**config.mk**
```make
export PLATFORM = sky130hd
export DESIGN_NAME = fault_confinement_unit
export DESIGN_NICKNAME = d
export VERILOG_FILES = /design/src/rtl/fc_pkg.sv /design/src/rtl/fc_run_counter.sv /design/src/rtl/fc_recovery_counter.sv /design/src/rtl/fc_suspend_timer.sv /design/src/rtl/fc_counter_core.sv /design/src/rtl/fault_confinement_unit.sv
export SDC_FILE = /design/constraint.sdc
export NUM_CORES = 1
export LEC_CHECK = 0
export BUFFER_PORTS_ARGS = -buffer_cell sky130_fd_sc_hd__buf_2
export CORE_MARGIN = 3
export CORE_UTILIZATION = 40
export CTS_BUF_LIST = sky130_fd_sc_hd__clkbuf_4 sky130_fd_sc_hd__clkbuf_8
export DETAILED_ROUTE_END_ITERATION = 10
export GPL_ROUTABILITY_DRIVEN = 0
export SYNTH_ARGS = -nofsm -noshare
export SYNTH_HDL_FRONTEND = slang
export SYNTH_SLANG_ARGS = --single-unit
```
**constraint.sdc**
```tcl
create_clock -name clk -period 1.36 [get_ports clk]
set_clock_uncertainty 0.2 [all_clocks]
set_input_delay 0.068 -clock clk [delete_from_list [all_inputs] [get_ports clk]]
set_output_delay 0.068 -clock clk [all_outputs]
set_load 0.005 [all_outputs]
```
**src/rtl/fc_pkg.sv**
```systemverilog
package fc_pkg;
  typedef enum logic [1:0] {
    FC_ACTIVE  = 2'd0,
    FC_PASSIVE = 2'd1,
    FC_BUSOFF  = 2'd2
  } fc_state_e;

  typedef struct packed {
    logic rx_err;
    logic tx_err;
    logic flag_biterr;
    logic rx_dom_after;
    logic tx_ok;
    logic rx_ok;
  } fc_evt_t;
endpackage

```
**src/rtl/fc_run_counter.sv**
```systemverilog
module fc_run_counter #(
  parameter int ACT_FIRST = 14,
  parameter int PAS_FIRST = 8,
  parameter int STEP      = 8
) (
  input  logic clk,
  input  logic rst_n,
  input  logic bit_stb,
  input  logic rx_bit,
  input  logic arm_act,
  input  logic arm_pas,
  output logic hit
);
  localparam int M1 = (ACT_FIRST > PAS_FIRST) ? ACT_FIRST : PAS_FIRST;
  localparam int MX = (M1 > STEP) ? M1 : STEP;
  localparam int CW = $clog2(MX + 1);

  logic          armed_q, armed_d;
  logic [CW-1:0] cnt_q, cnt_d, thr_q, thr_d;
  logic          dom_bit;

  always_comb begin
    dom_bit = bit_stb & ~rx_bit;
    hit     = armed_q & dom_bit & ((cnt_q + CW'(1)) == thr_q);
    armed_d = armed_q;
    cnt_d   = cnt_q;
    thr_d   = thr_q;
    if (arm_act) begin
      armed_d = 1'b1;
      cnt_d   = '0;
      thr_d   = CW'(ACT_FIRST);
    end else if (arm_pas) begin
      armed_d = 1'b1;
      cnt_d   = '0;
      thr_d   = CW'(PAS_FIRST);
    end else if (armed_q && bit_stb) begin
      if (rx_bit) begin
        armed_d = 1'b0;
        cnt_d   = '0;
      end else if (hit) begin
        cnt_d = '0;
        thr_d = CW'(STEP);
      end else begin
        cnt_d = cnt_q + CW'(1);
      end
    end
  end

  always_ff @(posedge clk or negedge rst_n) begin
    if (!rst_n) begin
      armed_q <= 1'b0;
      cnt_q   <= '0;
      thr_q   <= '0;
    end else if (arm_act || arm_pas || bit_stb) begin
      armed_q <= armed_d;
      cnt_q   <= cnt_d;
      thr_q   <= thr_d;
    end
  end
endmodule

```
**src/rtl/fc_recovery_counter.sv**
```systemverilog
module fc_recovery_counter #(
  parameter int RUN_LEN = 11,
  parameter int RUN_CNT = 128
) (
  input  logic clk,
  input  logic rst_n,
  input  logic enable,
  input  logic bit_stb,
  input  logic rx_bit,
  output logic done
);
  localparam int RW = (RUN_LEN > 1) ? $clog2(RUN_LEN) : 1;
  localparam int OW = (RUN_CNT > 1) ? $clog2(RUN_CNT) : 1;

  logic [RW-1:0] run_q, run_d;
  logic [OW-1:0] occ_q, occ_d;
  logic          run_end;

  always_comb begin
    run_end = enable & bit_stb & rx_bit & (run_q == RW'(RUN_LEN - 1));
    done    = run_end & (occ_q == OW'(RUN_CNT - 1));
    run_d   = run_q;
    occ_d   = occ_q;
    if (!enable) begin
      run_d = '0;
      occ_d = '0;
    end else if (bit_stb) begin
      if (!rx_bit) begin
        run_d = '0;
      end else if (run_end) begin
        run_d = '0;
        occ_d = done ? '0 : occ_q + OW'(1);
      end else begin
        run_d = run_q + RW'(1);
      end
    end
  end

  always_ff @(posedge clk or negedge rst_n) begin
    if (!rst_n) begin
      run_q <= '0;
      occ_q <= '0;
    end else if (!enable || bit_stb) begin
      run_q <= run_d;
      occ_q <= occ_d;
    end
  end
endmodule

```
**src/rtl/fc_suspend_timer.sv**
```systemverilog
module fc_suspend_timer #(
  parameter int SUSP_BITS = 8
) (
  input  logic clk,
  input  logic rst_n,
  input  logic load,
  input  logic bit_stb,
  input  logic rx_bit,
  output logic active
);
  localparam int SW = $clog2(SUSP_BITS + 1);

  logic [SW-1:0] cnt_q, cnt_d;

  always_comb begin
    cnt_d = cnt_q;
    if (load) begin
      cnt_d = SW'(SUSP_BITS);
    end else if (bit_stb && cnt_q != '0) begin
      cnt_d = rx_bit ? cnt_q - SW'(1) : '0;
    end
    active = (cnt_q != '0);
  end

  always_ff @(posedge clk or negedge rst_n) begin
    if (!rst_n) begin
      cnt_q <= '0;
    end else if (load || bit_stb) begin
      cnt_q <= cnt_d;
    end
  end
endmodule

```
**src/rtl/fc_counter_core.sv**
```systemverilog
module fc_counter_core
  import fc_pkg::*;
#(
  parameter int TEC_W       = 9,
  parameter int REC_W       = 8,
  parameter int PASSIVE_LIM = 127,
  parameter int BUSOFF_LIM  = 255,
  parameter int HEAVY_INC   = 8
) (
  input  logic             clk,
  input  logic             rst_n,
  input  fc_evt_t          evt,
  input  logic             is_tx,
  input  logic             run_hit,
  input  logic             recov,
  output logic [TEC_W-1:0] tec,
  output logic [REC_W-1:0] rec,
  output fc_state_e        state
);
  localparam int TXW = TEC_W + 2;
  localparam int RXW = REC_W + 2;
  localparam logic [TXW-1:0] TEC_MAX = TXW'((1 << TEC_W) - 1);
  localparam logic [RXW-1:0] REC_MAX = RXW'((1 << REC_W) - 1);

  logic [TEC_W-1:0] tec_q, tec_d;
  logic [REC_W-1:0] rec_q, rec_d;
  fc_state_e        state_q, state_d;
  logic [TXW-1:0]   tec_base, tec_add, tec_sum;
  logic [RXW-1:0]   rec_base, rec_add, rec_sum;
  logic             upd_en;

  always_comb begin
    tec_base = TXW'(tec_q);
    if (evt.tx_ok && tec_q != '0) tec_base = tec_base - TXW'(1);
    tec_add = '0;
    if (evt.tx_err)                tec_add = tec_add + TXW'(HEAVY_INC);
    if (evt.flag_biterr && is_tx)  tec_add = tec_add + TXW'(HEAVY_INC);
    if (run_hit)                   tec_add = tec_add + TXW'(HEAVY_INC);
    tec_sum = tec_base + tec_add;

    rec_base = RXW'(rec_q);
    if (evt.rx_ok) begin
      if (RXW'(rec_q) > RXW'(PASSIVE_LIM)) rec_base = RXW'(PASSIVE_LIM);
      else if (rec_q != '0)                rec_base = rec_base - RXW'(1);
    end
    rec_add = '0;
    if (evt.rx_err && !evt.flag_biterr) rec_add = rec_add + RXW'(1);
    if (evt.rx_dom_after)               rec_add = rec_add + RXW'(HEAVY_INC);
    if (evt.flag_biterr && !is_tx)      rec_add = rec_add + RXW'(HEAVY_INC);
    if (run_hit)                        rec_add = rec_add + RXW'(HEAVY_INC);
    rec_sum = rec_base + rec_add;

    tec_d = (tec_sum > TEC_MAX) ? TEC_MAX[TEC_W-1:0] : tec_sum[TEC_W-1:0];
    rec_d = (rec_sum > REC_MAX) ? REC_MAX[REC_W-1:0] : rec_sum[REC_W-1:0];

    if (state_q == FC_BUSOFF) begin
      tec_d = tec_q;
      rec_d = rec_q;
      if (recov) begin
        tec_d = '0;
        rec_d = '0;
      end
    end

    if (TXW'(tec_d) > TXW'(BUSOFF_LIM))
      state_d = FC_BUSOFF;
    else if (TXW'(tec_d) > TXW'(PASSIVE_LIM) || RXW'(rec_d) > RXW'(PASSIVE_LIM))
      state_d = FC_PASSIVE;
    else
      state_d = FC_ACTIVE;

    upd_en = (|evt) | run_hit | recov;
  end

  always_ff @(posedge clk or negedge rst_n) begin
    if (!rst_n) begin
      tec_q   <= '0;
      rec_q   <= '0;
      state_q <= FC_ACTIVE;
    end else if (upd_en) begin
      tec_q   <= tec_d;
      rec_q   <= rec_d;
      state_q <= state_d;
    end
  end

  assign tec   = tec_q;
  assign rec   = rec_q;
  assign state = state_q;
endmodule

```
**src/rtl/fault_confinement_unit.sv**
```systemverilog
module fault_confinement_unit
  import fc_pkg::*;
#(
  parameter int TEC_W       = 9,
  parameter int REC_W       = 8,
  parameter int PASSIVE_LIM = 127,
  parameter int BUSOFF_LIM  = 255,
  parameter int HEAVY_INC   = 8,
  parameter int ACT_FIRST   = 14,
  parameter int PAS_FIRST   = 8,
  parameter int RUN_STEP    = 8,
  parameter int RECOV_LEN   = 11,
  parameter int RECOV_CNT   = 128,
  parameter int SUSP_BITS   = 8
) (
  input  logic             clk,
  input  logic             rst_n,
  input  logic             bit_stb,
  input  logic             rx_bit,
  input  logic             is_tx,
  input  logic             rx_err_evt,
  input  logic             tx_err_evt,
  input  logic             flag_biterr_evt,
  input  logic             rx_dom_after_flag,
  input  logic             tx_ok_evt,
  input  logic             rx_ok_evt,
  input  logic             run_arm_act,
  input  logic             run_arm_pas,
  input  logic             own_tx_end,
  output logic [TEC_W-1:0] tec,
  output logic [REC_W-1:0] rec,
  output logic [1:0]       node_state,
  output logic             flag_dominant,
  output logic             tx_inhibit,
  output logic             suspend_tx
);
  logic [1:0] rst_sync_q;
  logic       rst_n_int;
  fc_evt_t    evt;
  fc_state_e  state;
  logic       run_hit, recov;

  always_ff @(posedge clk or negedge rst_n) begin
    if (!rst_n) rst_sync_q <= 2'b00;
    else        rst_sync_q <= {rst_sync_q[0], 1'b1};
  end
  assign rst_n_int = rst_sync_q[1];

  always_comb begin
    evt.rx_err       = rx_err_evt;
    evt.tx_err       = tx_err_evt;
    evt.flag_biterr  = flag_biterr_evt;
    evt.rx_dom_after = rx_dom_after_flag;
    evt.tx_ok        = tx_ok_evt;
    evt.rx_ok        = rx_ok_evt;
  end

  fc_run_counter #(
    .ACT_FIRST(ACT_FIRST), .PAS_FIRST(PAS_FIRST), .STEP(RUN_STEP)
  ) u_run (
    .clk(clk), .rst_n(rst_n_int), .bit_stb(bit_stb), .rx_bit(rx_bit),
    .arm_act(run_arm_act), .arm_pas(run_arm_pas), .hit(run_hit)
  );

  fc_recovery_counter #(
    .RUN_LEN(RECOV_LEN), .RUN_CNT(RECOV_CNT)
  ) u_recov (
    .clk(clk), .rst_n(rst_n_int), .enable(state == FC_BUSOFF),
    .bit_stb(bit_stb), .rx_bit(rx_bit), .done(recov)
  );

  fc_suspend_timer #(
    .SUSP_BITS(SUSP_BITS)
  ) u_susp (
    .clk(clk), .rst_n(rst_n_int), .load(own_tx_end && state == FC_PASSIVE),
    .bit_stb(bit_stb), .rx_bit(rx_bit), .active(suspend_tx)
  );

  fc_counter_core #(
    .TEC_W(TEC_W), .REC_W(REC_W), .PASSIVE_LIM(PASSIVE_LIM),
    .BUSOFF_LIM(BUSOFF_LIM), .HEAVY_INC(HEAVY_INC)
  ) u_core (
    .clk(clk), .rst_n(rst_n_int), .evt(evt), .is_tx(is_tx),
    .run_hit(run_hit), .recov(recov), .tec(tec), .rec(rec), .state(state)
  );

  assign node_state    = state;
  assign flag_dominant = (state == FC_ACTIVE);
  assign tx_inhibit    = (state == FC_BUSOFF);
endmodule

```
# == Yosys cells after proc, flatten, opt, wreduce, memory -nomap -nowiden ==
# Index checks and enable logic that the tools add are counted.
# word_totals
regBits,45
output_inout_bits,22
elab_cells,123
# classes
addsub,13
magnitude_cmp,6
n_eq_ne,9
n_mux,45
n_bitwise,10
reduce_logical,30
# op_table
operator,count
$mux W4,18
$mux W10,6
$mux W7,5
$mux W11,3
$mux W9,3
$mux W8,3
$add A10 B4 Y10 const B,2
$gt A8 B7 Y1 const B,2
$add A11 B11 Y11,1
$add A11 B4 Y11 const B,1
$gt A11 B9 Y1 const B,1
$add A10 B10 Y10,1
$gt A10 B8 Y1 const B,1
$sub A9 B1 Y10 const B,1
$gt A9 B7 Y1 const B,1
$gt A9 B8 Y1 const B,1
$reduce_bool A3 Y1,3
$reduce_bool A9 Y1,1
$sub A8 B1 Y9 const B,1
$add A4 B1 Y4 const B,2
$reduce_and A4 Y1,2
$reduce_bool A8 Y1,1
$add A7 B1 Y7 const B,1
$and A1 B1 Y1,7
other kinds (23),45

# == Longest topological paths before layout ==
# logic_depth
word_depth,17
ltp_mapped,16

# == By module ==
# From an unflattened synthesis, not the netlist that was laid out.
# unflattened
cells_unflattened,394
hier_area_um2,3402.0
# by_module_without_submodules
mod,n_inst,cells_per_inst,area_each_um2,seq_area_each_um2
fc_counter_core,1,248,1964.4,475.5
fc_recovery_counter,1,72,680.7,275.3
fc_run_counter,1,40,422.9,175.2
fc_suspend_timer,1,28,257.7,100.1
fault_confinement_unit,1,6,76.3,50.0

# == Least setup slack after synthesis ==
# Ideal clock, no wire load.
# synth_timing
path_type,register to register
start,reg u_core.tec_q[0] (netlist: u_core.tec[0])
end,reg u_core.tec_q[6] (netlist: u_core.tec[6])
arrival_ps,3639
slack_ps,-2602
path_stages_with_launch,15
n_path_buf,0
synth_period_minus_slack_ps,3962
path_cell_list,dfrtp_1 -> inv_1 -> ha_1 -> nor4b_2 -> nand2_1 -> nand2_1 -> or4_1 -> or3_2 -> xnor2_1 -> ha_1 -> a21oi_1 -> or4b_1 -> mux2i_2 -> nand3_1 -> o221a_1
# synth_between
elab_chain_cells,7
word_cells_on_any_way,8
cone_classes,2 x add/sub; 1 x order compare; 3 x mux; 2 x reduce/logical
# synth_lines
item,line,text
from (decl),fc_counter_core.sv:25,"logic [TEC_W-1:0] tec_q, tec_d;"
from (signal assigned),fc_counter_core.sv:81,tec_q <= tec_d;
"parallel branches: the longest is 2 deep, another holds $sub A9 B1 Y10",-,
$mux W11 *,fc_counter_core.sv:34,if (evt.tx_ok && tec_q != '0) tec_base = tec_base - TXW'(1);
$add A11 B11 Y11 *,fc_counter_core.sv:39,tec_sum = tec_base + tec_add;
$gt A11 B9 Y1,fc_counter_core.sv:53,tec_d = (tec_sum > TEC_MAX) ? TEC_MAX[TEC_W-1:0] : tec_sum[TEC_W-1:0];
$mux W9 *,fc_counter_core.sv:53,
$mux W9 *,fc_counter_core.sv:56,if (state_q == FC_BUSOFF) begin
# Every way passes the cells marked *.
# A chain may end at the register's enable or synchronous reset.

# == Worst setup path in the final report ==
# layout_timing
start,reg u_core.tec_q[1] (netlist: u_core.tec[1])
end,reg u_core.tec_q[5] (netlist: u_core.tec[5])
# Same word-level chain as after synthesis.

==> results.toml <==
[grt]
antenna_found_initial = 0
grt_pass1_wl_um = 15300
grt_max_degree = 33
grt_pass1_vias = 3327
gr-total-overflow = 0
grt_usage = 0.215

[finish]
drive_above_1_share = 0.500
antennaDiodeCount = 0
fillerInstances = 599
nets = 565
area_growth_pct = 63.3
final_core_util = 0.686

[clock_network]
cts_made_buffers = 5
clock-root-buffer = "clkbuf_8"
htree_levels = 2
clk_latency_ns = 0.31
cts_sinks = 43
cts_tree = "done"
clkTransAtPathRegs_ns = 0.09
cts.hold.buffers_added = 6
cts.path.max_buffers = 2

[placement]
hpwl_um = 6810
portBuffers = 35

[synthesis]
ys_seq_area_frac = 0.346
ys_ff_latch = 43
syn_nets = 403
ys_top_cells_by_area = "dfrtp_1 35%, ha_1 8.4%, a21oi_1 5.5%, nor2_1 4.7%, nand2_1 4.3%"
synth_cell_types = 63
synthAdderAreaFrac = 0.0909
synth-edff-count = 0
muxShareOfSynthArea = 0.0290
synthXorXnorAreaFrac = 0.0507
synth-simple-area-share = 0.262
syn_inst = 367
synth-compound-area-share = 0.182
yosysTopAreaCell = "dfrtp_1"
yosysMostFrequentCell = "dfrtp_1"
synth_top_family_by_area = "simple AND/OR/NAND/NOR gates"
syn_area_um2 = 3110
synth-main-ff-cell = "dfrtp_1"
synth_top_cell_area_share = 0.346
yosys_warnings = 0
syn_area_per_cell_um2 = 8.48
yosys-top-cells-count = "43 x dfrtp_1, 39 x nor2_1, 36 x nand2_1"
async_flop_share = 1.00

[drt]
wl_per_cell_um = 14.6
drt_first_iter_violations = 136
wl_um = 9160
viasPerCell = 5.24
route.detailed.drc = 0
first_pass_iters = 4
vias = 3293
ant_nets = 0

[sta]
hold_viol_final = 9
setup_ws_ns = -2.26
setup_viol = 37
slew_violations = 0
rsz0062_at_grt = "true"
finalCritPeriodShare = 2.66
fmax_ghz = 0.276
min_period_ns = 3.62
holdWs_ns = -0.0579

[die]
initial_core_util = 0.420
core_area_um2 = 7410
fp-row-count = 31
ios = 36
dieArea_um2 = 8870
die_w_um = 94.2
chipHeight_um = 94.2

[critical_path]
crit_path_start_kind = "flip-flop"
cp.required_ns = 1.34
crit_path_start = "u_core.tec[1]"
crit_type = "flip-flop to flip-flop"
path_max_fanout = 6
r2r_start = "u_core.tec[1]"
end_kind = "flip-flop"
arrival_ns = 3.60

[power]
power_mw = 8.86
ir_drop_v = 0.00105
power_density_nw_per_um2 = 1740
p_leak_nw = 2.31

[status]
violations = "hold timing, setup timing"
status = "finished with violations"

[min_path]
hold_path.class = "flip-flop to async pin"

[run]
max-cap-violations = 0
==> cell usage in the layout, fill, tap and decap left out, types with 7 or more instances in the layout <==
master	instances
inv_1	12
dfrtp_1	42
o21ai_1	10
nand2_1	27
ha_1	9
buf_2	32
nor3_1	13
a21oi_1	26
buf_6	20
xnor2_1	10
nor2_1	34
nand3_1	11
a21oi_2	8
buf_4	105
ha_4	7
==> flip-flops by register name (all words and copies together) (netlist names) <==
signal / count
u_core.state: 2
u_run.cnt_q: 4
u_recov.run_q: 4
u_run.thr_q: 2
rst_sync_q: 2
u_core.rec: 8
u_susp.cnt_q: 4
u_core.tec: 9
u_recov.occ_q: 7
u_run.armed_q: 1
==> path summary, 6_finish.rpt <==
path	cells past startpoint	end	slack [ns]
worst min-delay path	0	u_core.tec[0]	-0.06
max in group asynchronous	3	rst_sync_q[1]	0.44
min in group clk	4	u_run.cnt_q[1]	0.02
worst max-delay path	17	u_core.tec[5]	-2.26
worst max register to register	17	u_core.tec[5]	-2.26
worst min register to register	0	u_core.tec[0]	-0.06
==> critical path, stage by stage (launching register included) <==
cell and delay, ns:
dfrtp_1 0.36, inv_2 0.06, ha_4 0.15, nor4b_4 0.13, nand2_1 0.10, nand2_2 0.07
or4_4 0.42, or3_4 0.37, xnor2_4 0.14, ha_4 0.29, a21oi_2 0.06, nor2b_1 0.15
mux2i_2 0.11, nor3_2 0.21, mux2i_4 0.36, buf_4 0.16, buf_6 0.09, a31oi_1 0.08
==> metrics by stage <==
stage               instance area, um2  cells  TNS [ns]  hold slack (ns)  setup WS [ns]
floorplan                         3360    367    -38.61           -0.428          -2.32
global placement                  4470    602    -41.77           -0.346          -2.23
detailed placement                4470    602    -43.94           -0.346          -2.38
CTS                               4940    628    -45.34          0.00745          -2.33
global route                      5080    629    -50.26          -0.0349          -2.47
finish                            5080    629    -45.22          -0.0579          -2.26
==> timing repair <==
item                       CTS  global route
buffers inserted            12             6
setup endpoints to repair   41            55
hold endpoints to repair    21             9
pin swaps                   22            20
gates resized for setup     51            33
==> where the power goes <==
group / leakage [nW] / internal (mW) / switching, mW
sequential: 0.537 / 1.63 / 0.280
clock: 0.0408 / 0.368 / 0.501
combinational: 1.74 / 3.28 / 2.80
==> cells by family (layout without fill, tap and decap cells) <==
group	after synthesis	count (layout)
simple gates	156	156
compound gates	90	90
flops	43	43
buf+inv	29	192
fa+ha+maj	22	22
xor+xnor	18	18
mux	8	8
other cells	1	1
==> area by class of cell <==
type,count,area [um2],share of cell area
Multi-Input combinational cell,295,2400,0.474
Timing Repair Buffer,167,1310,0.259
Sequential cell,43,1080,0.212
Tap cell,99,124,0.0244
Clock buffer,5,68.8,0.0136
Inverter,17,66.3,0.0131
Clock inverter,3,23.8,0.00468
==> routing by layer <==
layer	wire (um)	track usage	share of wire	up-vias
li1	-	-	-	1648
met1	4240	0.285	0.46	1591
met2	4610	0.374	0.50	50
met3	252	0.0304	0.028	4
met4	53	0.0397	0.0058	0
met5	0	0	0	-
(Power assumes the default switching activity.)
